**config.mk**
```make
export PLATFORM = sky130hd
export DESIGN_NAME = evt_counter_group
export DESIGN_NICKNAME = d
export VERILOG_FILES = /design/src/rtl/ecg_pkg.sv /design/src/rtl/ecg_counter.sv /design/src/rtl/ecg_setclr.sv /design/src/rtl/evt_counter_group.sv
export SDC_FILE = /design/constraint.sdc
export NUM_CORES = 2
export LEC_CHECK = 0
export BUFFER_PORTS_ARGS = -buffer_cell sky130_fd_sc_hd__buf_4
export CAP_MARGIN = 15
export CORE_ASPECT_RATIO = 1.1
export CORE_MARGIN = 5
export CORE_UTILIZATION = 40
export CTS_CLUSTER_DIAMETER = 200
export DETAILED_ROUTE_END_ITERATION = 16
export PLACE_DENSITY = 0.67
export SYNTH_ARGS = -nofsm -noshare
export SYNTH_HDL_FRONTEND = slang
export SYNTH_SLANG_ARGS = --single-unit
```
**constraint.sdc**
```tcl
create_clock -name clk -period 2.8 [get_ports clk]
set_input_delay 0.42 -clock clk [delete_from_list [all_inputs] [get_ports clk]]
set_output_delay 0.42 -clock clk [all_outputs]
set_load 0.005 [all_outputs]
```
**src/rtl/ecg_pkg.sv**
```systemverilog
package ecg_pkg;

  localparam int WA_EVT      = 'h100;
  localparam int WA_SMR      = 'h280;
  localparam int WA_CEN_SET  = 'h300;
  localparam int WA_CEN_CLR  = 'h308;
  localparam int WA_IEN_SET  = 'h310;
  localparam int WA_IEN_CLR  = 'h318;
  localparam int WA_OVF_CLR  = 'h320;
  localparam int WA_OVF_SET  = 'h330;
  localparam int WA_CFG      = 'h380;
  localparam int WA_CTRL     = 'h381;
  localparam int WA_SUPP     = 'h388;
  localparam int WA_IRQC     = 'h394;
  localparam int SPAN_BIT    = 29;

  function automatic int ctr_stride(input int width);
    return (width > 32) ? 8 : 4;
  endfunction

  function automatic logic [31:0] cfg_word(input int nctr, input int width, input bit gflt);
    logic [31:0] r;
    r        = '0;
    r[5:0]   = 6'(nctr - 1);
    r[13:8]  = 6'(width - 1);
    r[23]    = gflt;
    return r;
  endfunction

  function automatic logic [31:0] supp_word(input int k, input int nevt);
    logic [31:0] r;
    r = '0;
    for (int j = 0; j < 32; j++) r[j] = ((k * 32 + j) < nevt);
    return r;
  endfunction

  function automatic logic [31:0] pick_word(input logic [63:0] v, input logic hi);
    return hi ? v[63:32] : v[31:0];
  endfunction

endpackage

```
**src/rtl/ecg_counter.sv**
```systemverilog
module ecg_counter #(
  parameter int W = 32
) (
  input  logic         clk,
  input  logic         rst_n,
  input  logic         ld_lo,
  input  logic         ld_hi,
  input  logic [31:0]  ld_data,
  input  logic         inc,
  output logic [W-1:0] value,
  output logic         wrap
);

  logic         ld_any;
  logic [W-1:0] ld_next;

  assign ld_any = ld_lo | ld_hi;
  assign wrap   = inc & ~ld_any & (&value);

  generate
    if (W > 32) begin : g_wide
      always_comb begin
        ld_next = value;
        if (ld_lo) ld_next[31:0] = ld_data;
        if (ld_hi) ld_next[W-1:32] = ld_data[W-33:0];
      end
      p_load_lo_r14: assert property (@(posedge clk) disable iff (!rst_n)
        ld_lo && !ld_hi |=> value[31:0] == $past(ld_data));
    end else begin : g_narrow
      logic unused_hi;
      assign unused_hi = ^{ld_hi, ld_data};
      assign ld_next   = ld_data[W-1:0];
      p_load_r14: assert property (@(posedge clk) disable iff (!rst_n)
        ld_lo |=> value == $past(ld_data[W-1:0]));
    end
  endgenerate

  always_ff @(posedge clk or negedge rst_n) begin
    if (!rst_n)      value <= '0;
    else if (ld_any) value <= ld_next;
    else if (inc)    value <= value + W'(1);
  end

  p_step_r3: assert property (@(posedge clk) disable iff (!rst_n)
    inc && !ld_any |=> value == $past(value) + W'(1));
  p_hold_r3: assert property (@(posedge clk) disable iff (!rst_n)
    !inc && !ld_any |=> $stable(value));

endmodule

```
**src/rtl/ecg_setclr.sv**
```systemverilog
module ecg_setclr #(
  parameter int N = 8
) (
  input  logic         clk,
  input  logic         rst_n,
  input  logic         set_lo,
  input  logic         set_hi,
  input  logic         clr_lo,
  input  logic         clr_hi,
  input  logic [31:0]  wdata,
  input  logic [N-1:0] hw_set,
  output logic [N-1:0] q
);

  logic [N-1:0] set_m, clr_m;
  logic         unused_in;

  assign unused_in = ^{wdata, set_hi, clr_hi};

  always_comb begin
    for (int i = 0; i < N; i++) begin
      if (i < 32) begin
        set_m[i] = set_lo & wdata[i % 32];
        clr_m[i] = clr_lo & wdata[i % 32];
      end else begin
        set_m[i] = set_hi & wdata[i % 32];
        clr_m[i] = clr_hi & wdata[i % 32];
      end
    end
  end

  always_ff @(posedge clk or negedge rst_n) begin
    if (!rst_n) q <= '0;
    else        q <= (q & ~clr_m) | set_m | hw_set;
  end

  p_clear_r5: assert property (@(posedge clk) disable iff (!rst_n)
    |clr_m |=> (q & $past(clr_m & ~set_m & ~hw_set)) == '0);
  p_set_r8: assert property (@(posedge clk) disable iff (!rst_n)
    |(set_m | hw_set) |=> (q & $past(set_m | hw_set)) == $past(set_m | hw_set));

endmodule

```
**src/rtl/evt_counter_group.sv**
```systemverilog
module evt_counter_group
  import ecg_pkg::*;
#(
  parameter int NUM_CTR    = 8,
  parameter int CTR_W      = 32,
  parameter int NUM_EVT    = 8,
  parameter int EVT_W      = 16,
  parameter bit GLOBAL_FLT = 1'b0
) (
  input  logic                  clk,
  input  logic                  rst_n,
  input  logic                  bus_we,
  input  logic                  bus_re,
  input  logic [11:0]           bus_addr,
  input  logic [31:0]           bus_wdata,
  output logic [31:0]           bus_rdata,
  input  logic [NUM_EVT-1:0]    evt_hit,
  input  logic [NUM_CTR-1:0]    ctr_qual,
  output logic [NUM_CTR*32-1:0] match_pat,
  output logic [NUM_CTR-1:0]    match_span,
  output logic                  irq
);

  localparam int STRIDE = ctr_stride(CTR_W);
  localparam logic [31:0] CFG_VAL = cfg_word(NUM_CTR, CTR_W, GLOBAL_FLT);

  logic [CTR_W-1:0] ctr_val [NUM_CTR];
  logic [EVT_W-1:0] evt_code [NUM_CTR];
  logic [31:0]      smr [NUM_CTR];
  logic [NUM_CTR-1:0] ld_lo, ld_hi, ctr_inc, ctr_wrap, evt_fire;
  logic [NUM_CTR-1:0] cen_q, ien_q, ovf_q;
  logic glob_en, irq_en;

  // address decode
  int   wa, c_idx;
  logic c_hi, c_ok;
  logic unused_addr;

  assign unused_addr = ^bus_addr[1:0];
  assign wa    = int'(bus_addr[11:2]);
  assign c_idx = (STRIDE == 8) ? (wa >> 1) : wa;
  assign c_hi  = (STRIDE == 8) && bus_addr[2];
  assign c_ok  = (wa < WA_EVT) && (c_idx < NUM_CTR);

  function automatic logic wr_at(input int a);
    return bus_we && (wa == a);
  endfunction

  // per-counter slices
  genvar gi;
  generate
    for (gi = 0; gi < NUM_CTR; gi++) begin : g_ctr
      assign ld_lo[gi] = bus_we && c_ok && (c_idx == gi) && !c_hi;
      assign ld_hi[gi] = bus_we && c_ok && (c_idx == gi) && c_hi;

      always_comb begin
        evt_fire[gi] = (evt_code[gi] == '0);
        for (int k = 1; k < NUM_EVT; k++)
          if (evt_code[gi] == EVT_W'(k) && evt_hit[k]) evt_fire[gi] = 1'b1;
      end

      assign ctr_inc[gi] = glob_en & cen_q[gi] & ctr_qual[gi] & evt_fire[gi];

      ecg_counter #(.W(CTR_W)) u_cnt (
        .clk     (clk),
        .rst_n   (rst_n),
        .ld_lo   (ld_lo[gi]),
        .ld_hi   (ld_hi[gi]),
        .ld_data (bus_wdata),
        .inc     (ctr_inc[gi]),
        .value   (ctr_val[gi]),
        .wrap    (ctr_wrap[gi])
      );

      always_ff @(posedge clk or negedge rst_n) begin
        if (!rst_n) begin
          evt_code[gi]   <= '0;
          match_span[gi] <= 1'b0;
          smr[gi]        <= '0;
        end else begin
          if (wr_at(WA_EVT + gi)) begin
            evt_code[gi]   <= bus_wdata[EVT_W-1:0];
            match_span[gi] <= bus_wdata[SPAN_BIT];
          end
          if (wr_at(WA_SMR + gi)) smr[gi] <= bus_wdata;
        end
      end

      assign match_pat[gi*32 +: 32] = smr[gi];

      p_wrap_ovf_r7: assert property (@(posedge clk) disable iff (!rst_n)
        ctr_wrap[gi] |=> ovf_q[gi]);
      p_frozen_r3: assert property (@(posedge clk) disable iff (!rst_n)
        !glob_en && !ld_lo[gi] && !ld_hi[gi] |=> $stable(ctr_val[gi]));
    end
  endgenerate

  ecg_setclr #(.N(NUM_CTR)) u_cen (
    .clk(clk), .rst_n(rst_n),
    .set_lo(wr_at(WA_CEN_SET)), .set_hi(wr_at(WA_CEN_SET + 1)),
    .clr_lo(wr_at(WA_CEN_CLR)), .clr_hi(wr_at(WA_CEN_CLR + 1)),
    .wdata(bus_wdata), .hw_set('0), .q(cen_q)
  );

  ecg_setclr #(.N(NUM_CTR)) u_ien (
    .clk(clk), .rst_n(rst_n),
    .set_lo(wr_at(WA_IEN_SET)), .set_hi(wr_at(WA_IEN_SET + 1)),
    .clr_lo(wr_at(WA_IEN_CLR)), .clr_hi(wr_at(WA_IEN_CLR + 1)),
    .wdata(bus_wdata), .hw_set('0), .q(ien_q)
  );

  ecg_setclr #(.N(NUM_CTR)) u_ovf (
    .clk(clk), .rst_n(rst_n),
    .set_lo(wr_at(WA_OVF_SET)), .set_hi(wr_at(WA_OVF_SET + 1)),
    .clr_lo(wr_at(WA_OVF_CLR)), .clr_hi(wr_at(WA_OVF_CLR + 1)),
    .wdata(bus_wdata), .hw_set(ctr_wrap), .q(ovf_q)
  );

  // group control
  always_ff @(posedge clk or negedge rst_n) begin
    if (!rst_n) begin
      glob_en <= 1'b0;
      irq_en  <= 1'b0;
    end else begin
      if (wr_at(WA_CTRL)) glob_en <= bus_wdata[0];
      if (wr_at(WA_IRQC)) irq_en  <= bus_wdata[0];
    end
  end

  assign irq = irq_en & |(ovf_q & ien_q);

  // read mux
  logic [31:0] rd_mux;
  logic        rd_hi;
  assign rd_hi = bus_addr[2];

  always_comb begin
    rd_mux = '0;
    if (c_ok) begin
      for (int i = 0; i < NUM_CTR; i++)
        if (c_idx == i) rd_mux = pick_word(64'(ctr_val[i]), c_hi);
    end
    for (int i = 0; i < NUM_CTR; i++) begin
      if (wa == WA_EVT + i) rd_mux = 32'(evt_code[i]) | (32'(match_span[i]) << SPAN_BIT);
      if (wa == WA_SMR + i) rd_mux = smr[i];
    end
    if (NUM_CTR > 32 || !rd_hi) begin
      if (wa == WA_CEN_SET || wa == WA_CEN_SET + 1 ||
          wa == WA_CEN_CLR || wa == WA_CEN_CLR + 1) rd_mux = pick_word(64'(cen_q), rd_hi);
      if (wa == WA_IEN_SET || wa == WA_IEN_SET + 1 ||
          wa == WA_IEN_CLR || wa == WA_IEN_CLR + 1) rd_mux = pick_word(64'(ien_q), rd_hi);
      if (wa == WA_OVF_SET || wa == WA_OVF_SET + 1) rd_mux = pick_word(64'(ovf_q), rd_hi);
    end
    if (wa == WA_CFG)  rd_mux = CFG_VAL;
    if (wa == WA_CTRL) rd_mux = 32'(glob_en);
    if (wa == WA_IRQC) rd_mux = 32'(irq_en);
    for (int k = 0; k < 4; k++)
      if (wa == WA_SUPP + k) rd_mux = supp_word(k, NUM_EVT);
  end

  always_ff @(posedge clk or negedge rst_n) begin
    if (!rst_n)      bus_rdata <= '0;
    else if (bus_re) bus_rdata <= rd_mux;
  end

  p_irq_src_r9: assert property (@(posedge clk) disable iff (!rst_n)
    irq |-> (|ovf_q) && (|ien_q));

endmodule

```
* Word-level counts from Yosys, hierarchy flattened
Cells that the tools add are included.
** Storage, ports and cells
- Bits in registers :: 706
- Input port bits :: 64
- Output and inout bits :: 297
- Word-level logic and storage cells :: 492
** Operators by class
- Add/sub/neg operators :: 8
- Order comparisons :: 2
- Equal/unequal tests :: 97
- Multiplexer cells :: 108
- Bitwise logic cells :: 116
- Reductions and logical operators :: 123
** Operators by type and width (count)
- $mux W32 :: 52
- $eq A16 B3 Y1 const B :: 32
- $add A32 B1 Y32 const B :: 8
- $eq A16 B2 Y1 const B :: 16
- $reduce_and A32 Y1 :: 8
- $or A16 B30 Y30 :: 8
- $eq A10 B10 Y1 const B :: 16
- $eq A16 B1 Y1 const B :: 8
- $logic_not A16 Y1 :: 8
- $eq A10 B9 Y1 const B :: 11
- $logic_and A1 B1 Y1 :: 90
- $and A1 B1 Y1 :: 89
- $eq A10 B8 Y1 const B :: 7
- $mux W1 :: 56
- $eq A10 B4 Y1 const B :: 4
- $and A8 B8 Y8 :: 4
- $logic_not A32 Y1 :: 1
- $or A8 B8 Y8 :: 4
- $not A8 Y8 :: 3
- $eq A10 B3 Y1 const B :: 2
- $reduce_bool A2 Y1 :: 8
- $eq A10 B2 Y1 const B :: 1
- $lt A10 B4 Y1 const B :: 1
- $lt A10 B9 Y1 const B :: 1
- 3 further kinds :: 16

* Logic depth before layout (Yosys ltp)
- Word-level depth :: 37
- Depth in mapped cells :: 12
- Mapped depth without buffers :: 7

* Hierarchy
Synthesis repeated with hierarchy kept, for this count alone.
** Unflattened totals
- Cells, all modules :: 3879
- Area, all modules :: 38844.8 um^2
** By module, submodules not included
- evt_counter_group :: instances 1, cells an instance 2049, area each 22821.9 um^2, sequential area each 10660.2 um^2
- ecg_counter :: instances 8, cells an instance 219, area each 1881.8 um^2, sequential area each 800.8 um^2
- ecg_setclr :: instances 3, cells an instance 26, area each 322.8 um^2, sequential area each 200.2 um^2

* Worst setup path before layout
Ideal clock, no wire load.
- Kind :: input -> register
- Start point :: in bus_addr[7]
- End point :: reg bus_rdata[10]
- Setup time :: 0.124 ns
- Data arrival time :: 2.372 ns
- Data required time :: 2.676 ns
- Setup slack :: 0.304 ns
- Stages :: 10
- Path buffers :: 3
- Cells stage by stage :: buf_4 or3_1 buf_4 o41ai_4 or4b_1 buf_4 nand3b_4 nand2b_4 a2111oi_0 a211o_1
** On the way
- Longest elaborated chain between the ends :: 37
- Elaborated cells between the ends (all ways) :: 87
- Those cells by class :: order compare (2); eq/ne (40); mux (36); reduce/logical (9)
** Ends and longest elaborated chain
- start: declaration :: line evt_counter_group.sv:14 : input logic [11:0] bus_addr,
- $logic_not A32 Y1 :: line evt_counter_group.sv:141 : if (c_idx == i) rd_mux = pick_word(64'(ctr_val[i]), c_hi);
- $mux W32 (8 in series) :: line evt_counter_group.sv:141
- $mux W32 :: line evt_counter_group.sv:139 : if (c_ok) begin
- $mux W32 :: line evt_counter_group.sv:144 : if (wa == WA_EVT + i) rd_mux = 32'(evt_code[i]) | (32'(match_span[i]) << SPAN_BIT);
- $mux W32 :: line evt_counter_group.sv:145 : if (wa == WA_SMR + i) rd_mux = smr[i];
- $mux W32 :: line evt_counter_group.sv:144
- $mux W32 :: line evt_counter_group.sv:145
- $mux W32 :: line evt_counter_group.sv:144
- [... 12 more ...]
- $mux W32 :: line evt_counter_group.sv:150 : if (wa == WA_IEN_SET || wa == WA_IEN_SET + 1 ||
- $mux W32 :: line evt_counter_group.sv:152 : if (wa == WA_OVF_SET || wa == WA_OVF_SET + 1) rd_mux = pick_word(64'(ovf_q), rd_hi);
- $mux W32 :: line evt_counter_group.sv:147 : if (NUM_CTR > 32 || !rd_hi) begin
- $mux W32 :: line evt_counter_group.sv:154 : if (wa == WA_CFG) rd_mux = CFG_VAL;
- $mux W32 :: line evt_counter_group.sv:155 : if (wa == WA_CTRL) rd_mux = 32'(glob_en);
- $mux W32 :: line evt_counter_group.sv:156 : if (wa == WA_IRQC) rd_mux = 32'(irq_en);
- $mux W32 (3 in series) :: line evt_counter_group.sv:158 : if (wa == WA_SUPP + k) rd_mux = supp_word(k, NUM_EVT);
- $mux W32 (*) :: line evt_counter_group.sv:158
- end signal: assignment :: line evt_counter_group.sv:163 : else if (bus_re) bus_rdata <= rd_mux;
- end: declaration :: line evt_counter_group.sv:16 : output logic [31:0] bus_rdata,
Every way passes the cells marked *; elsewhere a longest branch is shown, timed or not.
A chain may end at the register's enable or synchronous reset.

* Worst setup path in the final report
- Start point :: reg glob_en
- End point :: reg u_ovf.q[6]
** On the way
- Longest elaborated chain between the ends :: 6
** Ends and longest elaborated chain
- start: declaration :: line evt_counter_group.sv:32 : logic glob_en, irq_en;
- start signal: assignment :: line evt_counter_group.sv:125 : if (wr_at(WA_CTRL)) glob_en <= bus_wdata[0];
- $and A1 B1 Y1 (3 in series) :: line evt_counter_group.sv:62 : assign ctr_inc[gi] = glob_en & cen_q[gi] & ctr_qual[gi] & evt_fire[gi];
- $and A1 B1 Y1 (2 in series) :: line ecg_counter.sv:18 : assign wrap = inc & ~ld_any & (&value);
- $or A8 B8 Y8 :: line ecg_setclr.sv:34 : else q <= (q & ~clr_m) | set_m | hw_set;
- end signal: assignment :: line ecg_setclr.sv:34
- end: declaration :: line ecg_setclr.sv:12 : output logic [N-1:0] q
Every way passes these cells.

==> results.py <==
metrics = {
    "clock_tree": {
        "cts.sinks": 706,
        "clk_latency_ns": 0.64,
        "ctsLongestPathBuffers": 3,
        "clkTransAtPathRegs_ns": 0.06,
        "clockRootBuffer": "clkbuf_16",
        "cts_max_level": 3,
        "cts_tree": "built",
        "numCtsBuffers": 75,
    },
    "cells_and_area": {
        "finalNetCount": 4391,
        "final_util": 0.507,
        "syn2layout_area_growth_pct": 26.0,
        "layout-drive-gt1-share": 0.321,
    },
    "run": {
        "maxCapViolCount": 0,
    },
    "floorplanning": {
        "start_util": 0.403,
        "die-area_um2": 101000,
        "rows": 118,
        "num_io_pins": 361,
        "dieHeight_um": 333,
        "core_um2": 94000,
        "dieWidth_um": 303,
    },
    "global_routing": {
        "track_usage": 0.302,
        "grt_pass1_wl_um": 230000,
        "first_global_vias": 34200,
        "grt-ovfl-total": 0,
        "antenna_found_initial": 5,
        "grt_max_degree": 94,
    },
    "sta": {
        "hold_violations": 0,
        "slew_violations": 0,
        "relSlewSlack": 0.422,
        "worst_slew_pin_slew_ns": 0.845,
        "finalCritPeriodShare": 0.980,
        "setup_viol": 0,
        "fmaxAchievable_ghz": 0.364,
        "finalClockSkew_ns": 0.0243,
        "rsz0062_at_grt": "no",
        "fin_crit_ns": 2.75,
    },
    "worst_setup_path": {
        "critPathSlowestCell": "or4_1",
        "r2r-end": "u_ovf.q[6]",
        "rr_worst_depth": 10,
        "crit_chain": "buf_4, buf_12, nor4bb_1, nand4_1, a21oi_1, buf_4, nand4_1, buf_4, or4_1, nand2_1",
        "regToRegSetupSlack_ns": 0.05,
        "reg2reg_from": "glob_en",
        "crit_type": "register to register",
        "crit_end": "u_ovf.q[6]",
        "cp.arrival_ns": 3.32,
        "crit_start": "glob_en",
        "critical_path.most_common_cell": "buf_4",
        "cp_max_fo": 6,
        "max_stage_delay_ns": 0.54,
        "crit_path_end_kind": "register",
        "required_ns": 3.38,
        "cp-start-kind": "register",
    },
    "route": {
        "routed_via_density": 6.21,
        "wirelength_um": 156000,
        "wl_met1_um": 60800,
        "drtIter0Drc": 4122,
        "dr_wl_met2_um": 73000,
        "vias": 35000,
        "drcViolationCount": 0,
        "wire_per_inst_um": 27.7,
        "met3_length_um": 14100,
        "antenna_left": 0,
        "routed.top_layer": "met5",
        "firstDrtPassIters": 6,
    },
    "yosys": {
        "avgSynthCellArea_um2": 10.1,
        "ys_types": 95,
        "syn_area_um2": 37900,
        "seq_area_frac_synth": 0.467,
        "synth.area.top_cells": "dfrtp_1 (47%), mux2_2 (12%), a21oi_1 (4.6%)",
        "synthesis.nets": 3812,
        "yosys_warnings": 0,
        "synth_top_flop_cell": "dfrtp_1",
        "synth_edf_count": 0,
        "syn_inst": 3740,
        "async_flop_share": 1.00,
        "synth_top_area_share": 0.467,
        "synth_top_cell_by_area": "dfrtp_1",
        "synth_seq_cells": 706,
    },
    "hold_path": {
        "hold_class": "input pin to register",
    },
    "power": {
        "ir_drop_uv": 410,
        "power_density_nw_per_um2": 482,
        "total_leakage_power_nw": 22.4,
        "power.total_w": 0.0230,
    },
    "placement": {
        "place_congestion": 1.00,
        "dp_hpwl_um": 114000,
        "port_buffers": 357,
    },
    "status": {
        "outcome": "finished clean",
    },
}
==> layout make-up <==
cell class,count,area [µm²]
inverter,57,214
fill,8546,46300
clock buffer,99,2180
multi-input combinational,2701,18900
sequential,706,17700
clock inverter,34,500
timing repair buffer,778,6680
antenna,1,2.50
tap,1260,1580
==> logic make-up after synthesis <==
family / Yosys count / share of synthesized area
compound gates: 814 / 0.140
xor+xnor: 245 / 0.0569
fa+ha+maj: 8 / 0.00264
buf+inv: 333 / 0.0376
flops: 706 / 0.467
mux: 457 / 0.137
simple gates: 1177 / 0.159
==> sequential cells by signal (all words and copies together), names as in the netlist, 8 cells and up <==
name / flops
bus_rdata: 32
match_pat: 256
u_ovf.q: 8
u_ien.q: 8
evt_code: 128
u_cen.q: 8
g_ctr.u_cnt.value: 256
match_span: 8
==> where the power goes <==
group	internal (W)	total, W	switching, W
combinational	0.000510	0.00149	0.000978
sequential	0.0103	0.0105	0.000193
clock	0.00651	0.0110	0.00447
total	0.0174	0.0230	0.00564
==> cell usage in the layout, fill, tap and decap left out, types with 21 or more instances in the layout <==
master     count
nand4_1       72
buf_12        66
nor3_1        56
a211oi_1      24
a21oi_1      349
o22ai_1       51
and3_1        49
xor2_1        84
a222oi_1      22
nor2b_1       23
clkbuf_16     76
nand3_1      115
a22oi_1       84
o211ai_1      21
o21ai_0       59
nor2_1       455
dfrtp_1      706
nand2_1      193
mux2i_1       44
a221oi_1      38
inv_1         56
buf_4        710
nor4_1        51
xnor2_1      160
mux2_2       404
==> layer usage <==
metal / vias to the layer above / global-route usage
met2: 2032 / 0.485
met4: 8 / 0.134
met1: 17600 / 0.398
li1: 14800 / -
met3: 479 / 0.0555
met5: - / 0
==> repair_timing <==
item                                   4_1_cts  5_1_grt
endpoints found under the hold margin       28        0
hold buffers                                 1        0
gates resized for setup                      0        0
buffers inserted                             0        0
==> synthesized netlist by cell type, drive strengths merged (25+ instances only) <==
cell and n:
nand2 203, mux2i 44, and3 49, nor4 63, clkbuf 170, a21oi 351
a221oi 38, o21ai 64, buf 106, dfrtp 706, nand4 75, o22ai 51
a22oi 84, inv 57, mux2 404, nor3 78, nor2 458, xor2 84
xnor2 161, a211oi 25, nand3 125
==> through the flow <==
| step | std cells | hold slack, ns | cell area, µm² | setup TNS, ns | setup WS [ns] |
|---|---|---|---|---|---|
| floorplan | 3740 | 0.124 | 37900 | 0 | 0.304 |
| detailed placement | 5501 | 0.393 | 45000 | -5.20 | -0.458 |
| global placement | 5501 | 0.389 | 45000 | -3.50 | -0.449 |
| global route | 5635 | 0.136 | 47700 | 0 | 0.00785 |
| CTS | 5635 | 0.123 | 47700 | 0 | 0.101 |
| finish | 5636 | 0.154 | 47700 | 0 | 0.0546 |
==> worst min-delay path by stage <==
stage	cells after the start	start	to
after floorplan	0	rst_n	bus_rdata[0]
final	2	bus_re	bus_rdata[31]
after global placement	1	rst_n	g_ctr[5].u_cnt.value[5]
after CTS	2	bus_re	bus_rdata[31]
after global routing	2	bus_re	bus_rdata[31]
after detailed placement	1	rst_n	g_ctr[5].u_cnt.value[5]
==> worst max-delay path: cells and delay by family, from the launching register on <==
kind                   cells  cell delay [ns]
AO/OA/AOI/OAI              1             0.17
flip-flops                 1             0.45
AND/OR/NAND/NOR            5             1.27
buffers and inverters      4             0.79
(Power assumes the default switching activity.)
